File: src/rtl/eetgt_pkg.sv
package eetgt_pkg;

  typedef enum logic [2:0] {
    ST_IDLE,
    ST_RECV,
    ST_ACK,
    ST_TX,
    ST_TXACK
  } tgt_state_e;

  typedef enum logic [1:0] {
    RK_DEVADDR,
    RK_WORDADDR,
    RK_WDATA
  } rx_kind_e;

endpackage

File: src/rtl/eetgt_bus_sync.sv
module eetgt_bus_sync (
  input  logic clk,
  input  logic rst_n,
  input  logic scl_in,
  input  logic sda_in,
  output logic scl_s,
  output logic sda_s,
  output logic scl_rise,
  output logic scl_fall,
  output logic start_det,
  output logic stop_det
);

  logic [1:0] scl_q;
  logic [1:0] sda_q;
  logic       scl_d;
  logic       sda_d;

  // two-stage synchronisers, idle-high reset
  always_ff @(posedge clk or negedge rst_n) begin
    if (!rst_n) begin
      scl_q <= 2'b11;
      sda_q <= 2'b11;
      scl_d <= 1'b1;
      sda_d <= 1'b1;
    end else begin
      scl_q <= {scl_q[0], scl_in};
      sda_q <= {sda_q[0], sda_in};
      scl_d <= scl_q[1];
      sda_d <= sda_q[1];
    end
  end

  assign scl_s     = scl_q[1];
  assign sda_s     = sda_q[1];
  assign scl_rise  = scl_s & ~scl_d;
  assign scl_fall  = ~scl_s & scl_d;
  assign start_det = scl_s & scl_d & sda_d & ~sda_s;
  assign stop_det  = scl_s & scl_d & ~sda_d & sda_s;

endmodule

File: src/rtl/eetgt_mem.sv
module eetgt_mem #(
  parameter int DEPTH = 256,
  localparam int AW = (DEPTH > 1) ? $clog2(DEPTH) : 1
) (
  input  logic          clk,
  input  logic          rst_n,
  input  logic          wr_en,
  input  logic [AW-1:0] addr,
  input  logic [7:0]    wr_data,
  output logic [7:0]    rd_data
);

  logic [7:0] word_q [DEPTH];

  for (genvar g = 0; g < DEPTH; g++) begin : g_word
    always_ff @(posedge clk or negedge rst_n) begin
      if (!rst_n)
        word_q[g] <= 8'h00;
      else if (wr_en && (addr == AW'(g)))
        word_q[g] <= wr_data;
    end
  end

  assign rd_data = word_q[addr];

endmodule

File: src/rtl/eetgt_ctrl.sv
module eetgt_ctrl
  import eetgt_pkg::*;
#(
  parameter logic [6:0] DEV_ADDR = 7'h50,
  parameter int DEPTH = 256,
  localparam int AW = (DEPTH > 1) ? $clog2(DEPTH) : 1,
  localparam int WA_BYTES = (DEPTH > 256) ? 2 : 1
) (
  input  logic          clk,
  input  logic          rst_n,
  input  logic          scl_s,
  input  logic          sda_s,
  input  logic          scl_rise,
  input  logic          scl_fall,
  input  logic          start_det,
  input  logic          stop_det,
  input  logic [7:0]    mem_rd_data,
  output logic          mem_wr_en,
  output logic [AW-1:0] mem_addr,
  output logic [7:0]    mem_wr_data,
  output logic          sda_oe
);

  localparam logic WA_LAST = 1'(WA_BYTES - 1);

  tgt_state_e    state;
  rx_kind_e      kind;
  logic [3:0]    bitcnt;
  logic [7:0]    shreg;
  logic          sda_oe_r;
  logic [AW-1:0] ptr;
  logic [AW-1:0] ptr_nxt;
  logic          wa_idx;
  logic          rnw;
  logic          master_ack;
  logic          byte_done;

  assign ptr_nxt   = (ptr == AW'(DEPTH - 1)) ? '0 : ptr + 1'b1;
  assign byte_done = scl_fall && (bitcnt == 4'd8);

  assign mem_wr_en   = !start_det && !stop_det && (state == ST_RECV) &&
                       (kind == RK_WDATA) && byte_done;
  assign mem_addr    = ptr;
  assign mem_wr_data = shreg;
  assign sda_oe      = sda_oe_r;

  always_ff @(posedge clk or negedge rst_n) begin
    if (!rst_n) begin
      state      <= ST_IDLE;
      kind       <= RK_DEVADDR;
      bitcnt     <= 4'd0;
      shreg      <= 8'h00;
      sda_oe_r   <= 1'b0;
      ptr        <= '0;
      wa_idx     <= 1'b0;
      rnw        <= 1'b0;
      master_ack <= 1'b0;
    end else if (start_det) begin
      state    <= ST_RECV;
      kind     <= RK_DEVADDR;
      bitcnt   <= 4'd0;
      sda_oe_r <= 1'b0;
    end else if (stop_det) begin
      state    <= ST_IDLE;
      bitcnt   <= 4'd0;
      sda_oe_r <= 1'b0;
    end else begin
      unique case (state)
        ST_IDLE: ;
        ST_RECV: begin
          if (scl_rise) begin
            shreg  <= {shreg[6:0], sda_s};
            bitcnt <= bitcnt + 4'd1;
          end else if (byte_done) begin
            bitcnt <= 4'd0;
            unique case (kind)
              RK_DEVADDR: begin
                if (shreg[7:1] == DEV_ADDR) begin
                  rnw      <= shreg[0];
                  sda_oe_r <= 1'b1;
                  state    <= ST_ACK;
                end else begin
                  state <= ST_IDLE;
                end
              end
              RK_WORDADDR: begin
                ptr      <= AW'({ptr, shreg});
                sda_oe_r <= 1'b1;
                state    <= ST_ACK;
              end
              default: begin
                ptr      <= ptr_nxt;
                sda_oe_r <= 1'b1;
                state    <= ST_ACK;
              end
            endcase
          end
        end
        ST_ACK: begin
          if (scl_fall) begin
            bitcnt <= 4'd0;
            if (kind == RK_DEVADDR && rnw) begin
              shreg    <= mem_rd_data;
              ptr      <= ptr_nxt;
              sda_oe_r <= ~mem_rd_data[7];
              state    <= ST_TX;
            end else begin
              sda_oe_r <= 1'b0;
              state    <= ST_RECV;
              if (kind == RK_DEVADDR) begin
                kind   <= RK_WORDADDR;
                wa_idx <= 1'b0;
              end else if (kind == RK_WORDADDR) begin
                if (wa_idx == WA_LAST) kind <= RK_WDATA;
                else                   wa_idx <= wa_idx + 1'b1;
              end
            end
          end
        end
        ST_TX: begin
          if (scl_rise) begin
            bitcnt <= bitcnt + 4'd1;
          end else if (scl_fall) begin
            if (bitcnt == 4'd8) begin
              sda_oe_r <= 1'b0;
              state    <= ST_TXACK;
            end else begin
              shreg    <= {shreg[6:0], 1'b0};
              sda_oe_r <= ~shreg[6];
            end
          end
        end
        ST_TXACK: begin
          if (scl_rise) begin
            master_ack <= ~sda_s;
          end else if (scl_fall) begin
            bitcnt <= 4'd0;
            if (master_ack) begin
              shreg    <= mem_rd_data;
              ptr      <= ptr_nxt;
              sda_oe_r <= ~mem_rd_data[7];
              state    <= ST_TX;
            end else begin
              state <= ST_IDLE;
            end
          end
        end
        default: state <= ST_IDLE;
      endcase
    end
  end

  AST_SDA_SCL_LOW: assert property (@(posedge clk) disable iff (!rst_n)
    (!$stable(sda_oe_r) && !$past(start_det) && !$past(stop_det)) |-> !scl_s)
    else $error("SDA enable changed while SCL high");

  AST_RECV_QUIET: assert property (@(posedge clk) disable iff (!rst_n)
    (state == ST_RECV) |-> !sda_oe_r)
    else $error("SDA driven while receiving bits");

  AST_STOP_IDLE: assert property (@(posedge clk) disable iff (!rst_n)
    stop_det |=> (state == ST_IDLE && !sda_oe_r))
    else $error("STOP did not idle the target");

  AST_START_KEEPS_PTR: assert property (@(posedge clk) disable iff (!rst_n)
    start_det |=> $stable(ptr))
    else $error("pointer changed on START");

  AST_NACK_IDLE: assert property (@(posedge clk) disable iff (!rst_n)
    (state == ST_TXACK && scl_fall && !master_ack && !start_det && !stop_det)
      |=> (state == ST_IDLE && !sda_oe_r))
    else $error("NACK did not release the bus");

  AST_MISMATCH_QUIET: assert property (@(posedge clk) disable iff (!rst_n)
    (state == ST_RECV && kind == RK_DEVADDR && byte_done && !start_det &&
     !stop_det && shreg[7:1] != DEV_ADDR) |=> (state == ST_IDLE && !sda_oe_r))
    else $error("foreign address acknowledged");

  AST_WRITE_BUMPS: assert property (@(posedge clk) disable iff (!rst_n)
    mem_wr_en |=> (ptr != $past(ptr)))
    else $error("pointer did not advance after a write");

endmodule

File: src/rtl/eeprom_i2c_target.sv
module eeprom_i2c_target #(
  parameter logic [6:0] DEV_ADDR = 7'h50,
  parameter int MEM_DEPTH = 256,
  localparam int AW = (MEM_DEPTH > 1) ? $clog2(MEM_DEPTH) : 1
) (
  input  logic clk,
  input  logic rst_n,
  input  logic scl_in,
  input  logic sda_in,
  output logic sda_pull
);

  logic          scl_s;
  logic          sda_s;
  logic          scl_rise;
  logic          scl_fall;
  logic          start_det;
  logic          stop_det;
  logic          wr_en;
  logic [AW-1:0] addr;
  logic [7:0]    wr_data;
  logic [7:0]    rd_data;

  eetgt_bus_sync u_sync (
    .clk       (clk),
    .rst_n     (rst_n),
    .scl_in    (scl_in),
    .sda_in    (sda_in),
    .scl_s     (scl_s),
    .sda_s     (sda_s),
    .scl_rise  (scl_rise),
    .scl_fall  (scl_fall),
    .start_det (start_det),
    .stop_det  (stop_det)
  );

  eetgt_ctrl #(
    .DEV_ADDR (DEV_ADDR),
    .DEPTH    (MEM_DEPTH)
  ) u_ctrl (
    .clk         (clk),
    .rst_n       (rst_n),
    .scl_s       (scl_s),
    .sda_s       (sda_s),
    .scl_rise    (scl_rise),
    .scl_fall    (scl_fall),
    .start_det   (start_det),
    .stop_det    (stop_det),
    .mem_rd_data (rd_data),
    .mem_wr_en   (wr_en),
    .mem_addr    (addr),
    .mem_wr_data (wr_data),
    .sda_oe      (sda_pull)
  );

  eetgt_mem #(
    .DEPTH (MEM_DEPTH)
  ) u_mem (
    .clk     (clk),
    .rst_n   (rst_n),
    .wr_en   (wr_en),
    .addr    (addr),
    .wr_data (wr_data),
    .rd_data (rd_data)
  );

endmodule

File: config.mk
export PLATFORM = sky130hd
export DESIGN_NAME = eeprom_i2c_target
export DESIGN_NICKNAME = d
export VERILOG_FILES = /design/src/rtl/eetgt_pkg.sv /design/src/rtl/eetgt_bus_sync.sv /design/src/rtl/eetgt_mem.sv /design/src/rtl/eetgt_ctrl.sv /design/src/rtl/eeprom_i2c_target.sv
export SDC_FILE = /design/constraint.sdc
export NUM_CORES = 2
export LEC_CHECK = 0
export ABC_AREA = 1
export BUFFER_PORTS_ARGS = -buffer_cell sky130_fd_sc_hd__buf_2
export CORE_UTILIZATION = 67
export DETAILED_ROUTE_END_ITERATION = 8
export PLACE_DENSITY = 0.84
export SYNTH_ARGS = -nofsm -noshare
export SYNTH_HDL_FRONTEND = slang
export SYNTH_HIERARCHICAL = 1
export SYNTH_SLANG_ARGS = --single-unit
File: constraint.sdc
create_clock -name clk -period 7.7 [get_ports clk]
set_input_delay 1.925 -clock clk [delete_from_list [all_inputs] [get_ports clk]]
set_output_delay 1.925 -clock clk [all_outputs]
set_load 0.05 [all_outputs]
==> metrics.txt <==
hold path start u_sync/sda_q[0]$_DFF_PN1_; Root Driver clkbuf_16; overall power 25.4 mW; CTS clock-pin slew for the worst setup and hold paths 0.06 ns; io pins 5; Worst Skew 0.0266 ns; hold_buf cts 0; final wirelength 294000 um; Layout Utilization 72.3%; CTS Sinks 2082; R2R Path Start u_ctrl/mem_addr[3]$_DFFE_PN0P_; synthesized area 96600 um^2; synthesized instance count 12969; Pins Over Slew Limit 0; CP required 8.42 ns; First-pass DRT Iterations 8; setup ws final 2.79 ns; R2R cell count 17; Syn-to-layout area delta 7.13%; CTS resizes 0; Top FF cell, synth dfrtp_1; pre-CTS setup slack 3.24 ns; FF-to-FF End u_ctrl/sda_oe$_DFFE_PN0P_; Avg Cell Area, Syn 7.45 um^2; Longest Clk Path Bufs 3; Peak supply drop 0.000382 V; Overflow after GRT 0; post-synth cell types 34; Seq cells post-synth 2082; R2R Setup Slk 2.79 ns; Hold Path Depth 0; Ys Warns 6; WHS Endpoint u_sync/sda_q[1]$_DFF_PN1_; die extent in x 382 um; die area 146000 um^2; Buffers on Ports 4; Net count, final 12415; sequential area share after synthesis 53.9%; drt drc 0; layout cells sized above 1 4.23%; CP Max Fanout 56; initial antenna violation count 7; TNS Setup 0 ns; first-pass GRT wire length 461000 um; Crit path arrival time 5.64 ns; latest clock arrival within the worst-skew pair 0.84 ns; initial core utilization 67.4%; Post-Layout Inst Area 104000 um^2; WL per Instance 20.3 um; Max-Cap Viols 0; Hold Violations, Final 0; CP Capture Type register; Slew HR 6.69%; row cnt 139; CTS tree yes; syn nets 12976; GP Congestion 0.929; dpl cell area 97000 um^2; HP Class register to register; via count 88332; commonest non-fill, non-tap cell in the layout nand2_1; slew at the pin closest to its max-slew limit 1.39 ns; Setup Viol. Count Final 0; critical setup path kind register to register; number of global-route vias before repair 83235; RSZ-0062 raised after global routing no; # H-tree levels 4; commonest non-fill, non-tap cells in the layout nand2_1, o21ai_0, dfrtp_1; min Tclk post-route 4.91 ns; Post-synth EDFFs 0; dpl cells 14102; FFs w/ async S/R, synth 100%; core box area 143000 um^2; fin crit share 63.8%; Min Hold Slack 0.359 ns; Lkg Pwr 51.4 nW; vias per cell 6.10; Max Fclk 204 MHz; startpoint types register; Inserted Clock Buffers 206; Antenna Violating Nets Remaining 0; die height 382 um; status finished clean; DRT iter0 DRCs 12523; dpl hpwl 170000 um; largest net degree at the start of global routing 197; Post-CTS Setup Bufs 0; final std cells w/o fill 14476; Total GRT Usage 40.2%; P per Cell Area 245 nW/um^2
==> cells by family after synthesis <==
kind of cell,share of synthesized area (%)
xor gates and xnor gates,0.0544
AOI/OAI and AO/OA,12.1
DFF,53.9
buffers and inverters,4.27
adders and majority gates,0.0388
and+or+nand+nor,29.6
==> layout make-up <==
class | count | area, um^2
Multi-Input combinational cell | 9826 | 40500
Tap cell | 1903 | 2380
Sequential cell | 2082 | 52100
Timing Repair Buffer | 132 | 1260
Clock buffer | 312 | 6110
Fill cell | 10926 | 39800
Clock inverter | 55 | 447
Inverter | 160 | 691
Antenna cell | 6 | 15.0
==> cell usage after synthesis (3+ instances only) <==
master / number / area share (%)
nand2_1: 6934 / 27
o21ai_0: 2194 / 11
dfrtp_1: 2076 / 54
clkbuf_1: 762 / 3.0
nor2_1: 273 / 1.1
nand3_1: 218 / 1.1
inv_1: 149 / 0.58
a21oi_1: 133 / 0.69
buf_2: 97 / 0.50
buf_1: 38 / 0.15
nor3_2: 15 / 0.16
nand2_2: 11 / 0.071
nor2_2: 11 / 0.071
inv_2: 9 / 0.035
nand4_1: 9 / 0.058
dfstp_2: 6 / 0.16
nand2_4: 4 / 0.047
xor2_1: 4 / 0.036
buf_4: 3 / 0.023
ha_1: 3 / 0.039
nor2_4: 3 / 0.035
==> worst max-delay path by stage <==
stage	startpoint	end	slack, ns	cells after the start
after CTS	u_ctrl/mem_addr[3]$_DFFE_PN0P_	u_ctrl/sda_oe$_DFFE_PN0P_	3.13	17
final	u_ctrl/mem_addr[3]$_DFFE_PN0P_	u_ctrl/sda_oe$_DFFE_PN0P_	2.79	17
after detailed placement	u_ctrl/mem_addr[3]$_DFFE_PN0P_	u_ctrl/sda_oe$_DFFE_PN0P_	3.24	17
after global routing	u_ctrl/mem_addr[0]$_DFFE_PN0P_	u_ctrl/sda_oe$_DFFE_PN0P_	2.78	18
after global placement	u_ctrl/mem_addr[3]$_DFFE_PN0P_	u_ctrl/sda_oe$_DFFE_PN0P_	3.28	17
after floorplan	u_sync/scl_d$_DFF_PN1_	u_mem/word_q[1541]$_DFFE_PN0P_	4.85	14
==> where the power goes <==
| group | switching [mW] | internal [mW] | total [mW] |
|---|---|---|---|
| registers | 0.0811 | 11.0 | 11.1 |
| clock network | 4.23 | 5.60 | 9.82 |
| logic | 4.10 | 0.401 | 4.50 |
| total | 8.41 | 17.0 | 25.4 |
==> metal layers <==
layer  up-vias  global-route usage, %  routed length (um)
li1      39711                      -                   -
met1     42099                   53.8              111000
met2      5495                   59.6              129000
met3      1019                   11.3               36600
met4         8                   21.8               16500
met5         -                      0                  56
==> flip-flops by register name, indices dropped and copies added (netlist names) <==
signal and cells:
u_ctrl/bitcnt 4, u_ctrl/kind 2, u_ctrl/master_ack 1, u_ctrl/mem_addr 8
u_ctrl/mem_wr_data 8, u_ctrl/rnw 1, u_ctrl/sda_oe 1, u_ctrl/state 3
u_mem/word_q 2048, u_sync/scl_d 1, u_sync/scl_q 2, u_sync/sda_d 1
u_sync/sda_q 2
==> critical path: stages (launching register included) <==
cell and delay (ns):
dfrtp_1 0.62, nand2_1 0.45, inv_4 0.71, buf_4 0.64, buf_4 0.62, nand2_1 0.11
nand2_1 0.11, o21ai_0 0.11, nand2_1 0.31, nor2_1 0.07, nor2_1 0.15, nor2_1 0.12
nand2_1 0.31, inv_1 0.13, nand2_1 0.09, a21oi_1 0.06, nand2_1 0.08, nand2_1 0.05
Power figures use the tool's default switching activity.
